[src/rtl/sram_lane_ctrl.sv]
module sram_lane_ctrl #(
  parameter int CLK_NS  = 5,
  parameter int T_RC_NS = 70,
  parameter int T_AA_NS = 70,
  parameter int T_OE_NS = 35,
  parameter int T_WC_NS = 70,
  parameter int T_WP_NS = 55,
  parameter int T_DS_NS = 30,
  parameter int T_WR_NS = 5,
  parameter int AW      = 17,
  parameter int LANE_W  = 8
) (
  input  logic                clk,
  input  logic                rst_n,
  input  logic                req,
  input  logic                req_wr,
  input  logic [1:0]          req_mask,
  input  logic [AW-1:0]       req_addr,
  input  logic [2*LANE_W-1:0] req_wdata,
  output logic [2*LANE_W-1:0] rsp_rdata,
  output logic                rsp_done,
  output logic [AW-1:0]       mem_addr,
  output logic                mem_ce_hi_n,
  output logic                mem_ce_lo_n,
  output logic                mem_we_n,
  output logic                mem_oe_n,
  output logic [2*LANE_W-1:0] mem_dq_out,
  output logic                mem_dq_oe,
  input  logic [2*LANE_W-1:0] mem_dq_in
);

  function automatic int cyc(input int ns);
    int c;
    c = (ns + CLK_NS - 1) / CLK_NS;
    return (c < 1) ? 1 : c;
  endfunction

  function automatic int imax(input int a, input int b);
    return (a > b) ? a : b;
  endfunction

  localparam int DW      = 2 * LANE_W;
  localparam int RD_CYC  = imax(cyc(T_RC_NS), imax(cyc(T_AA_NS), cyc(T_OE_NS)));
  localparam int WP_CYC  = imax(cyc(T_WP_NS), cyc(T_DS_NS));
  localparam int REC_CYC = imax(cyc(T_WR_NS), cyc(T_WC_NS) - WP_CYC - 1);
  localparam int MAX_CYC = imax(RD_CYC, imax(WP_CYC, REC_CYC));
  localparam int CW      = $clog2(MAX_CYC + 1);

  typedef enum logic [2:0] {
    ST_IDLE, ST_SETUP, ST_READ, ST_WRITE, ST_HOLD, ST_REC
  } state_t;

  state_t          state, state_d;
  logic [CW-1:0]   cnt, cnt_d;
  logic [AW-1:0]   addr_q;
  logic [1:0]      mask_q;
  logic            wr_q;
  logic [DW-1:0]   wdata_q;
  logic            take, skip, last;
  logic            lane_on, pulse_on, drive_on;

  assign take     = (state == ST_IDLE) && req && (req_mask != 2'b00);
  assign skip     = (state == ST_IDLE) && req && (req_mask == 2'b00);
  assign last     = (cnt == '0) && (state == ST_READ || state == ST_REC);
  assign mem_addr   = addr_q;
  assign mem_dq_out = wdata_q;

  always_comb begin
    state_d = state;
    cnt_d   = cnt;
    case (state)
      ST_IDLE:  if (take) state_d = ST_SETUP;
      ST_SETUP: begin
        state_d = wr_q ? ST_WRITE : ST_READ;
        cnt_d   = wr_q ? CW'(WP_CYC - 1) : CW'(RD_CYC - 1);
      end
      ST_READ:  if (cnt == '0) state_d = ST_IDLE; else cnt_d = cnt - 1'b1;
      ST_WRITE: if (cnt == '0) state_d = ST_HOLD; else cnt_d = cnt - 1'b1;
      ST_HOLD: begin
        state_d = ST_REC;
        cnt_d   = CW'(REC_CYC - 1);
      end
      ST_REC:   if (cnt == '0) state_d = ST_IDLE; else cnt_d = cnt - 1'b1;
      default:  state_d = ST_IDLE;
    endcase
  end

  assign lane_on  = (state_d == ST_READ) || (state_d == ST_WRITE) || (state_d == ST_HOLD);
  assign pulse_on = (state_d == ST_WRITE);
  assign drive_on = (state_d == ST_WRITE) || (state_d == ST_HOLD);

  always_ff @(posedge clk) begin
    if (!rst_n) begin
      state       <= ST_IDLE;
      cnt         <= '0;
      addr_q      <= '0;
      mask_q      <= 2'b00;
      wr_q        <= 1'b0;
      wdata_q     <= '0;
      rsp_rdata   <= '0;
      rsp_done    <= 1'b0;
      mem_ce_hi_n <= 1'b1;
      mem_ce_lo_n <= 1'b1;
      mem_we_n    <= 1'b1;
      mem_oe_n    <= 1'b1;
      mem_dq_oe   <= 1'b0;
    end else begin
      state    <= state_d;
      cnt      <= cnt_d;
      rsp_done <= last || skip;
      if (take) begin
        addr_q  <= req_addr;
        mask_q  <= req_mask;
        wr_q    <= req_wr;
        wdata_q <= req_wdata;
      end
      if (state == ST_READ && cnt == '0) begin
        rsp_rdata[DW-1:LANE_W] <= mask_q[1] ? mem_dq_in[DW-1:LANE_W] : '0;
        rsp_rdata[LANE_W-1:0]  <= mask_q[0] ? mem_dq_in[LANE_W-1:0]  : '0;
      end
      mem_ce_hi_n <= !(lane_on && mask_q[1]);
      mem_ce_lo_n <= !(lane_on && mask_q[0]);
      mem_we_n    <= !pulse_on;
      mem_oe_n    <= !(state_d == ST_READ);
      mem_dq_oe   <= drive_on;
    end
  end

endmodule

[config.mk]
export PLATFORM = sky130hd
export DESIGN_NAME = sram_lane_ctrl
export DESIGN_NICKNAME = d
export VERILOG_FILES = /design/src/rtl/sram_lane_ctrl.sv
export SDC_FILE = /design/constraint.sdc
export NUM_CORES = 1
export LEC_CHECK = 0
export BUFFER_PORTS_ARGS = -buffer_cell sky130_fd_sc_hd__buf_2
export CAP_MARGIN = 15
export CORE_ASPECT_RATIO = 1.1
export CORE_MARGIN = 2
export CORE_UTILIZATION = 43
export DETAILED_ROUTE_END_ITERATION = 7
export HOLD_SLACK_MARGIN = 0.03
export PLACE_DENSITY_LB_ADDON = 0.15
export SETUP_SLACK_MARGIN = 0.2
export SLEW_MARGIN = 10
export SYNTH_ARGS = -nofsm -noshare
export SYNTH_HDL_FRONTEND = slang
export SYNTH_SLANG_ARGS = --single-unit
[constraint.sdc]
create_clock -name clk -period 1.8 [get_ports clk]
set_clock_uncertainty 0.05 [all_clocks]
set_input_delay 0.09 -clock clk [delete_from_list [all_inputs] [get_ports clk]]
set_output_delay 0.09 -clock clk [all_outputs]
set_load 0.02 [all_outputs]
==> results.py <==
metrics = {
    "run_status": {
        "status": "complete, no violations",
    },
    "clock_network": {
        "path_clk_slew_ns": 0.08,
        "worstSkewPairLatency_ns": 0.33,
        "cts_buffers": 9,
        "cts-htree-levels": 3,
        "clock_path_buffers": 2,
        "root_buffer": "clkbuf_8",
        "cts.sinks": 65,
        "cts_tree": "built",
    },
    "worst_setup_path": {
        "setup.worst_path.start_class": "flop",
        "end_kind": "flop",
        "cp_max_fo": 8,
        "worstPathArrival_ns": 1.97,
        "critPathKind": "flop to flop",
        "critical_path_required_ns": 2.00,
    },
    "finish": {
        "layout.nets": 533,
        "final_cell_mix": "109 x buf_2, 86 x nand2_1, 61 x dfxtp_1",
        "post-route-util_pct": 70.12,
        "areaGrowthSynthToFinish_pct": 58.11,
        "layout_commonest_cell": "buf_2",
        "drive_gt1_share_pct": 40.25,
        "n_antenna_cell": 0,
        "stdcell_area_um2": 4317,
    },
    "timing": {
        "slew_headroom_pct": 71.38,
        "max_freq_mhz": 564.9,
        "rsz0062_at_grt": "yes",
        "hold_viol": 0,
        "fin_ws_ns": 0.02971,
        "timing.final.crit_share_pct": 98.35,
        "finalSetupViolCount": 0,
        "setup_tns_ns": 0,
        "slew_violations": 0,
        "worstMarginPinSlew_ns": 0.4287,
        "min_period_ns": 1.770,
    },
    "detailed_routing": {
        "wl_mm": 7.739,
        "met2_length_mm": 3.982,
        "drt_iter0_drc": 75,
        "top_layer": "met4",
        "wl_per_cell_um": 13.77,
        "ant_nets": 0,
        "via_per_inst": 4.920,
        "wl_met3_um": 461,
        "m1WireLength_mm": 3.164,
        "dr.pass1.iters": 6,
        "vias": 2765,
        "drc_errors": 0,
    },
    "floorplanning": {
        "io_pins": 110,
        "fp.dieH_um": 87.57,
        "rows": 30,
        "die_area_um2": 7003,
        "initial_core_util_pct": 44.35,
        "core_um2": 6156,
        "die_w_um": 79.98,
    },
    "global_routing": {
        "globalRouteOverflowTotal": 0,
        "grtUsageTotal_pct": 21.69,
        "grt_pass1_wl_mm": 11.90,
        "grt_pass1_vias": 2685,
        "antenna_found_initial": 0,
        "grt_max_degree": 47,
    },
    "yosys": {
        "syn_nets": 367,
        "seq_area_frac_synth_pct": 47.66,
        "yosysUniqueCellTypes": 42,
        "synth-async-reset-ratio_pct": 0,
        "synth_top_cell_by_area": "dfxtp_1",
        "synth.top_cell.area_share_pct": 47.66,
        "synth_area_leaders": "dfxtp_1 48%, nand2_1 12%, a21boi_1 9.9%",
        "synth-seq-cells": 65,
        "netlist_area_um2": 2730,
        "avgSynthCellArea_um2": 8.779,
        "yosys_warnings": 0,
        "synth-edff-count": 0,
        "ys_dominant_reg_cell": "dfxtp_1",
        "synth_cells": 311,
    },
    "placement": {
        "place_area_um2": 3408,
        "gp_congestion": 0.7724,
        "post-place-ws_ns": 0.05928,
        "portBuffers": 109,
        "dp_hpwl_mm": 4.342,
    },
    "job": {
        "maxCapViolCount": 0,
    },
    "power": {
        "leakage_nw": 1.867,
        "finalPower_mw": 3.764,
        "ir_drop_v": 0.0005452,
        "power_density_nw_per_um2": 871.9,
    },
    "worst_hold_path": {
        "hp-class": "input port to flop",
    },
}
## registers in the layout, summed over array words and instances, names as in the netlist, 2 cells and up
signal      flops
cnt             4
state           3
mem_addr       17
mask_q          2
mem_dq_out     16
rsp_rdata      16
## synthesized netlist by cell type (2+ instances only)
cell      instances
a21boi_1         36
nand3b_1          2
a31oi_1           3
o21ai_0           4
nand2_2          10
clkbuf_1         13
nand3_1          16
nand2b_1          3
a21oi_1           5
o22ai_1           2
nor2_1            6
a21boi_2         10
nor2b_1           5
buf_2             4
inv_1             4
dfxtp_1          65
or3_1             2
a21boi_0          7
buf_4             4
nand2_1          88
## metal layers
metal | global-route usage [%] | vias to the layer above
met1 | 24.97 | 1291
met2 | 38.56 | 91
met5 | 0 | -
met4 | 6.934 | 0
met3 | 6.495 | 12
li1 | - | 1371
## layout make-up
type | count | area, µm²
clock inverter | 5 | 55.05
multi-input combinational | 219 | 1404
timing repair buffer | 178 | 1295
fill | 485 | 1839
clock buffer | 11 | 141.4
sequential | 65 | 1306
tap | 80 | 100.1
inverter | 4 | 15.01
## critical path: stages (launching register included)
cell      delay, ns
dfxtp_2        0.33
inv_2          0.06
ha_4           0.12
or3b_4         0.37
buf_6          0.13
nor3_4         0.11
buf_6          0.14
buf_16         0.12
nand3_2        0.07
a21boi_1       0.18
## per-stage QoR
stage	hold slack (ns)	instances
6_report	0.1212	562
5_1_grt	0.1219	562
4_1_cts	0.1047	562
3_5_place_dp	0.2870	490
3_3_place_gp	0.2793	490
2_1_floorplan	0.1748	311
## cells by family (layout without fill, tap and decap cells)
| group | Yosys count | in the layout | share of synthesized area [%] |
|---|---|---|---|
| AO/OA/AOI/OAI | 76 | 76 | 21.59 |
| adder cells (fa/ha/maj) | 1 | 1 | 0.4582 |
| buffers and inverters | 27 | 198 | 5.316 |
| flip-flops | 65 | 65 | 47.66 |
| AND/OR/NAND/NOR | 142 | 142 | 24.98 |
## power by group
part | switching (mW) | internal [mW] | total [mW]
sequential | 0.0853 | 1.53 | 1.62
clock | 0.543 | 0.673 | 1.22
combinational | 0.461 | 0.468 | 0.929
total | 1.09 | 2.67 | 3.76
## worst paths after layout
check | start | end | slack (ns) | cells after the start
max | cnt[1] | rsp_rdata[14] | 0.03 | 9
min | rst_n | mem_dq_out[13] | 0.12 | 2
max reg2reg | cnt[1] | rsp_rdata[14] | 0.03 | 9
min reg2reg | mem_dq_out[10] | mem_dq_out[10] | 0.40 | 2
## what timing repair did
action                     CTS  global route
setup endpoints to repair   20            38
buffers inserted             2             0
hold endpoints to repair    52             0
cloned                       2             0
hold buffers                52             0
pin swaps                   23             8
resized for setup           18            15
No activity file was read; power rests on OpenSTA's default activity.
